$ cat src/rtl/charge_reg_guard.sv
module charge_reg_guard #(
  parameter int T_SHORT = 5,
  parameter int T_MID   = 88,
  parameter int T_LONG  = 175,
  localparam int CW = $clog2(T_LONG + 1)
) (
  input  logic       clk,
  input  logic       rst_n,
  input  logic       wr_en,
  input  logic [3:0] addr,
  input  logic [7:0] wdata,
  output logic [7:0] rdata,
  input  logic       tick,
  input  logic       bat_present,
  output logic       expired,
  output logic       chg_suspend,
  output logic       mon_en
);

  logic [15:0] opt, ichg, vchg;
  logic [CW-1:0] cnt, limit;
  logic bp_s1, bp_s2, bp_d;

  wire [1:0] sel   = opt[14:13];
  wire wd_on       = sel != 2'b00;
  wire rearm       = wr_en && addr >= 4'd1 && addr <= 4'd5;
  wire bp_fall     = bp_d && !bp_s2;
  wire expire_now  = wd_on && !expired && tick && !rearm && (cnt == limit - CW'(1));
  wire auto_clear  = opt[12] && bp_fall && !(wr_en && addr == 4'd0);

  always_comb begin
    case (sel)
      2'b01:   limit = CW'(T_SHORT);
      2'b10:   limit = CW'(T_MID);
      default: limit = CW'(T_LONG);
    endcase
  end

  always_ff @(posedge clk) begin
    if (!rst_n) begin
      opt     <= 16'hE20E;
      ichg    <= '0;
      vchg    <= '0;
      cnt     <= '0;
      expired <= 1'b0;
      bp_s1   <= 1'b1;
      bp_s2   <= 1'b1;
      bp_d    <= 1'b1;
    end else begin
      bp_s1 <= bat_present;
      bp_s2 <= bp_s1;
      bp_d  <= bp_s2;

      if (rearm) begin
        cnt     <= '0;
        expired <= 1'b0;
      end else if (expire_now) begin
        cnt     <= '0;
        expired <= 1'b1;
      end else if (wd_on && !expired && tick) begin
        cnt <= cnt + CW'(1);
      end

      if (expire_now) ichg <= '0;

      if (auto_clear) opt[1] <= 1'b0;

      if (wr_en) begin
        case (addr)
          4'd0: opt[7:0]   <= wdata;
          4'd1: opt[15:8]  <= wdata;
          4'd2: ichg[7:0]  <= wdata;
          4'd3: ichg[15:8] <= wdata;
          4'd4: vchg[7:0]  <= wdata;
          4'd5: vchg[15:8] <= wdata;
          default: ;
        endcase
      end
    end
  end

  always_comb begin
    case (addr)
      4'd0:    rdata = opt[7:0];
      4'd1:    rdata = opt[15:8];
      4'd2:    rdata = ichg[7:0];
      4'd3:    rdata = ichg[15:8];
      4'd4:    rdata = vchg[7:0];
      4'd5:    rdata = vchg[15:8];
      4'd6:    rdata = {7'b0, expired};
      default: rdata = 8'h00;
    endcase
  end

  assign chg_suspend = ichg == 16'h0;
  assign mon_en      = !opt[15];


  expire_zeroes_chk: assert property (@(posedge clk) disable iff (!rst_n)
    $rose(expired) |-> chg_suspend);


  off_never_expires_chk: assert property (@(posedge clk) disable iff (!rst_n)
    $rose(expired) |-> $past(wd_on));


  rearm_clears_chk: assert property (@(posedge clk) disable iff (!rst_n)
    rearm |=> !expired);


  count_bound_chk: assert property (@(posedge clk) disable iff (!rst_n)
    cnt < limit);


  bit1_guard_chk: assert property (@(posedge clk) disable iff (!rst_n)
    ($fell(opt[1]) && !$past(wr_en && addr == 4'd0)) |-> $past(opt[12]));

endmodule

$ cat config.mk
export PLATFORM = sky130hd
export DESIGN_NAME = charge_reg_guard
export DESIGN_NICKNAME = d
export VERILOG_FILES = /design/src/rtl/charge_reg_guard.sv
export SDC_FILE = /design/constraint.sdc
export NUM_CORES = 1
export LEC_CHECK = 0
export ABC_AREA = 1
export CAP_MARGIN = 20
export CORE_MARGIN = 2
export CORE_UTILIZATION = 25
export DETAILED_ROUTE_END_ITERATION = 6
export PLACE_DENSITY = 0.39
export SLEW_MARGIN = 15
export SYNTH_ARGS = -nofsm -noshare
export SYNTH_HDL_FRONTEND = slang
export SYNTH_SLANG_ARGS = --single-unit
$ cat constraint.sdc
create_clock -name clk -period 2 [get_ports clk]
set_clock_uncertainty 0.05 [all_clocks]
set_input_delay 0.6 -clock clk [delete_from_list [all_inputs] [get_ports clk]]
set_output_delay 0.6 -clock clk [all_outputs]
set_load 0.1 [all_outputs]
==> impl_metrics.csv <==
group,metric,value,unit
outcome,status,"complete, but fails checks",
outcome,violations,"setup timing",
timing,setup_ws,-0.366,ns
finish,syn_to_final_growth,49.2,%
timing,maxSlewViolCount,0,
logic_synthesis,syn_area,2930,µm²
logic_synthesis,async_flop_share,0,
worst_setup_path,crit_buf_inv,3,
floorplan,core_area,11400,µm²
floorplan,io_pins,28,
min_path,worst_hold_path_type,"register to register",
timing,max_slew.worst_pin.slew,0.397,ns
timing,rsz0062_at_grt,"true",
global_route,grt_antenna_before_repair,0,
flow_run,cap_violations,0,
timing,period_share,1.18,
floorplan,die_w,112,µm
logic_synthesis,synth-edff-count,0,
finish,finalNetCount,496,
pwr,ir_drop,0.000455,V
finish,mostFrequentLayoutCells,"95 x nand2_1, 56 x dfxtp_1, 36 x buf_4",
timing,finalSetupViolCount,9,
route,vias,2778,
logic_synthesis,synth.top_cells.by_area,"dfxtp_1 41%, nand2_1 14%, a21oi_1 7.0%, inv_1 4.4%, o21ai_0 4.3%",
logic_synthesis,synth_ff_type,"dfxtp_1",
worst_setup_path,startpoint_type,"input pin",
pwr,p_sw,821,µW
global_route,grt_overflow_total,0,
worst_setup_path,critPathCaptureType,"output pin",
pwr,power.density,736,nW/µm²
timing,period_needed,2.37,ns
pwr,power.leakage,1.73,nW
global_route,grt_max_degree,24,
finish,final_core_util,0.383,
placed_design,io_buffers,27,
route,vias_per_cell,4.47,
pwr,internal_power,2.40,mW
clock_network,clock_latency,0.33,ns
finish,diodes,0,
logic_synthesis,syn_inst,406,
route,routed_wl,9060,µm
worst_setup_path,required,1.35,ns
global_route,track_usage,0.152,
clock_network,clk_path_buf_depth,2,
logic_synthesis,synth_top_area_frac,0.410,
floorplan,initial_core_util,0.257,
clock_network,h-tree-depth,3,
worst_setup_path,cp_max_fo,4,
route,drt_pass1_iterations,4,
logic_synthesis,netlist.top_cell.by_area,"dfxtp_1",
global_route,grt_pass1_wl,14600,µm
pwr,seqPwrFrac,0.385,
worst_setup_path,worstPathCellList,"buf_8 > nor2_4 > nand2_4 > buf_6 > o22ai_2 > a21oi_2 > nand4_1 > buf_12",
clock_network,ctsRootBufferMaster,"clkbuf_16",
finish,final_area,4380,µm²
worst_setup_path,cpPeakStageDelay,0.20,ns
placed_design,hpwlAfterDp,6770,µm
clock_network,cts_tree,"done",
route,drt_iter0_markers,108,
logic_synthesis,ys_seq_area_frac,0.410,
route,drc,0,
timing,slew_headroom,0.735,
pwr,pwr-share-clk,0.488,
clock_network,cts.clk_slew.worst_paths,0.05,ns
floorplan,dieArea,12600,µm²
global_route,grt_pass1_vias,2701,
worst_setup_path,critical_path_class,"input pin to output pin",
clock_network,numCtsBuffers,9,
route,wl_per_cell,14.6,µm
logic_synthesis,ys_seq_elements,60,
clock_network,holdBufCountCts,0,
logic_synthesis,syn-num-nets,428,
floorplan,die_h,112,µm
floorplan,fp-row-count,39,
logic_synthesis,avgSynthCellArea,7.22,µm²
worst_setup_path,cp_slowest_cell,"buf_12",
placed_design,finalWeightedCongestion,0.804,
timing,clock.fmax,423,MHz
logic_synthesis,synthDistinctLibCells,34,
placed_design,post_dp_cell_area,3880,µm²
clock_network,clkSinkCount,60,
route,antenna_left,0,
worst_setup_path,crit_arrival,1.72,ns
finish,drive_gt1_frac,0.342,
logic_synthesis,ys_warn_count,0,
worst_setup_path,critPathTopFamily,"simple AND/OR/NAND/NOR gates",
pwr,sw_frac_of_total,0.255,
pwr,comb_power_share,0.127,
finish,final_common_cell,"nand2_1",
timing,finalHoldViolations,0,
finish,fill_cells,1239,
power groups by stage:
stage                     combinational, mW  sequential, mW  clock, mW
final                                 0.410            1.24       1.57
after global routing                  0.442            1.24       1.67
after CTS                             0.409            1.24       1.60
after detailed placement              0.397            1.26          0
after global placement                0.397            1.26          0
after floorplan                       0.215            1.26          0
flip-flops by register name (all words and copies together), names as in the netlist:
register	count
opt	16
ichg	16
cnt	8
bp_s2	1
bp_s1	1
bp_d	1
expired	1
vchg	16
kinds of logic after synthesis:
| family | Yosys count | share of synthesized area |
|---|---|---|
| buffers and inverters | 57 | 0.0853 |
| adders and majority gates | 5 | 0.0213 |
| and+or+nand+nor | 189 | 0.294 |
| AOI/OAI and AO/OA | 90 | 0.175 |
| xor gates and xnor gates | 5 | 0.0149 |
| DFF | 60 | 0.410 |
cells in the mapped netlist, types with 6 or more instances:
| master | number |
|---|---|
| dfxtp_1 | 60 |
| nand3_1 | 20 |
| o21ai_0 | 25 |
| nand2_1 | 111 |
| inv_2 | 7 |
| inv_1 | 34 |
| nor2_1 | 18 |
| nand2_2 | 15 |
| nand4_1 | 7 |
| o21ai_1 | 6 |
| a21oi_2 | 9 |
| a21oi_1 | 41 |
layer usage:
layer  share of wire  track usage  vias up
li1                -            -     1458
met1            0.51        0.217     1265
met2            0.44        0.231       45
met3           0.029       0.0227       10
met4           0.019       0.0634        0
met5               0            0        -
what timing repair did:
action | CTS | global route
buffers inserted | 2 | 2
hold endpoints to repair | 0 | 0
setup endpoints to repair | 21 | 13
pin swaps | 15 | 17
gates resized for setup | 49 | 34
path summary, 6_finish.rpt:
kind / cells after the start / start / slack [ns] / end
setup / recovery: 8 / addr[3] / -0.37 / rdata[4]
hold / removal: 1 / bp_s1 / 0.36 / bp_s2
setup reg to reg: 11 / opt[13] / 0.22 / ichg[2]
hold reg to reg: 1 / bp_s1 / 0.36 / bp_s2
layout make-up:
class / instances / area [µm²] / share of cell area
sequential: 60 / 1210 / 0.276
clock buffer: 11 / 253 / 0.0577
clock inverter: 5 / 50.0 / 0.0114
tap: 143 / 179 / 0.0409
multi-input combinational: 289 / 1700 / 0.388
inverter: 44 / 220 / 0.0503
timing repair buffer: 70 / 768 / 0.176
through the flow:
stage | instances | setup TNS, ns | hold slack [ns] | total power [mW] | setup WS, ns
after floorplan | 406 | -3.85 | 0.342 | 1.47 | -0.574
after global placement | 605 | -23.41 | 0.347 | 1.66 | -0.869
after detailed placement | 605 | -23.36 | 0.352 | 1.66 | -0.845
after CTS | 622 | -3.11 | 0.365 | 3.25 | -0.442
after global routing | 622 | -3.06 | 0.383 | 3.35 | -0.426
final | 622 | -2.38 | 0.362 | 3.22 | -0.366
Power figures use the tool's default switching activity.
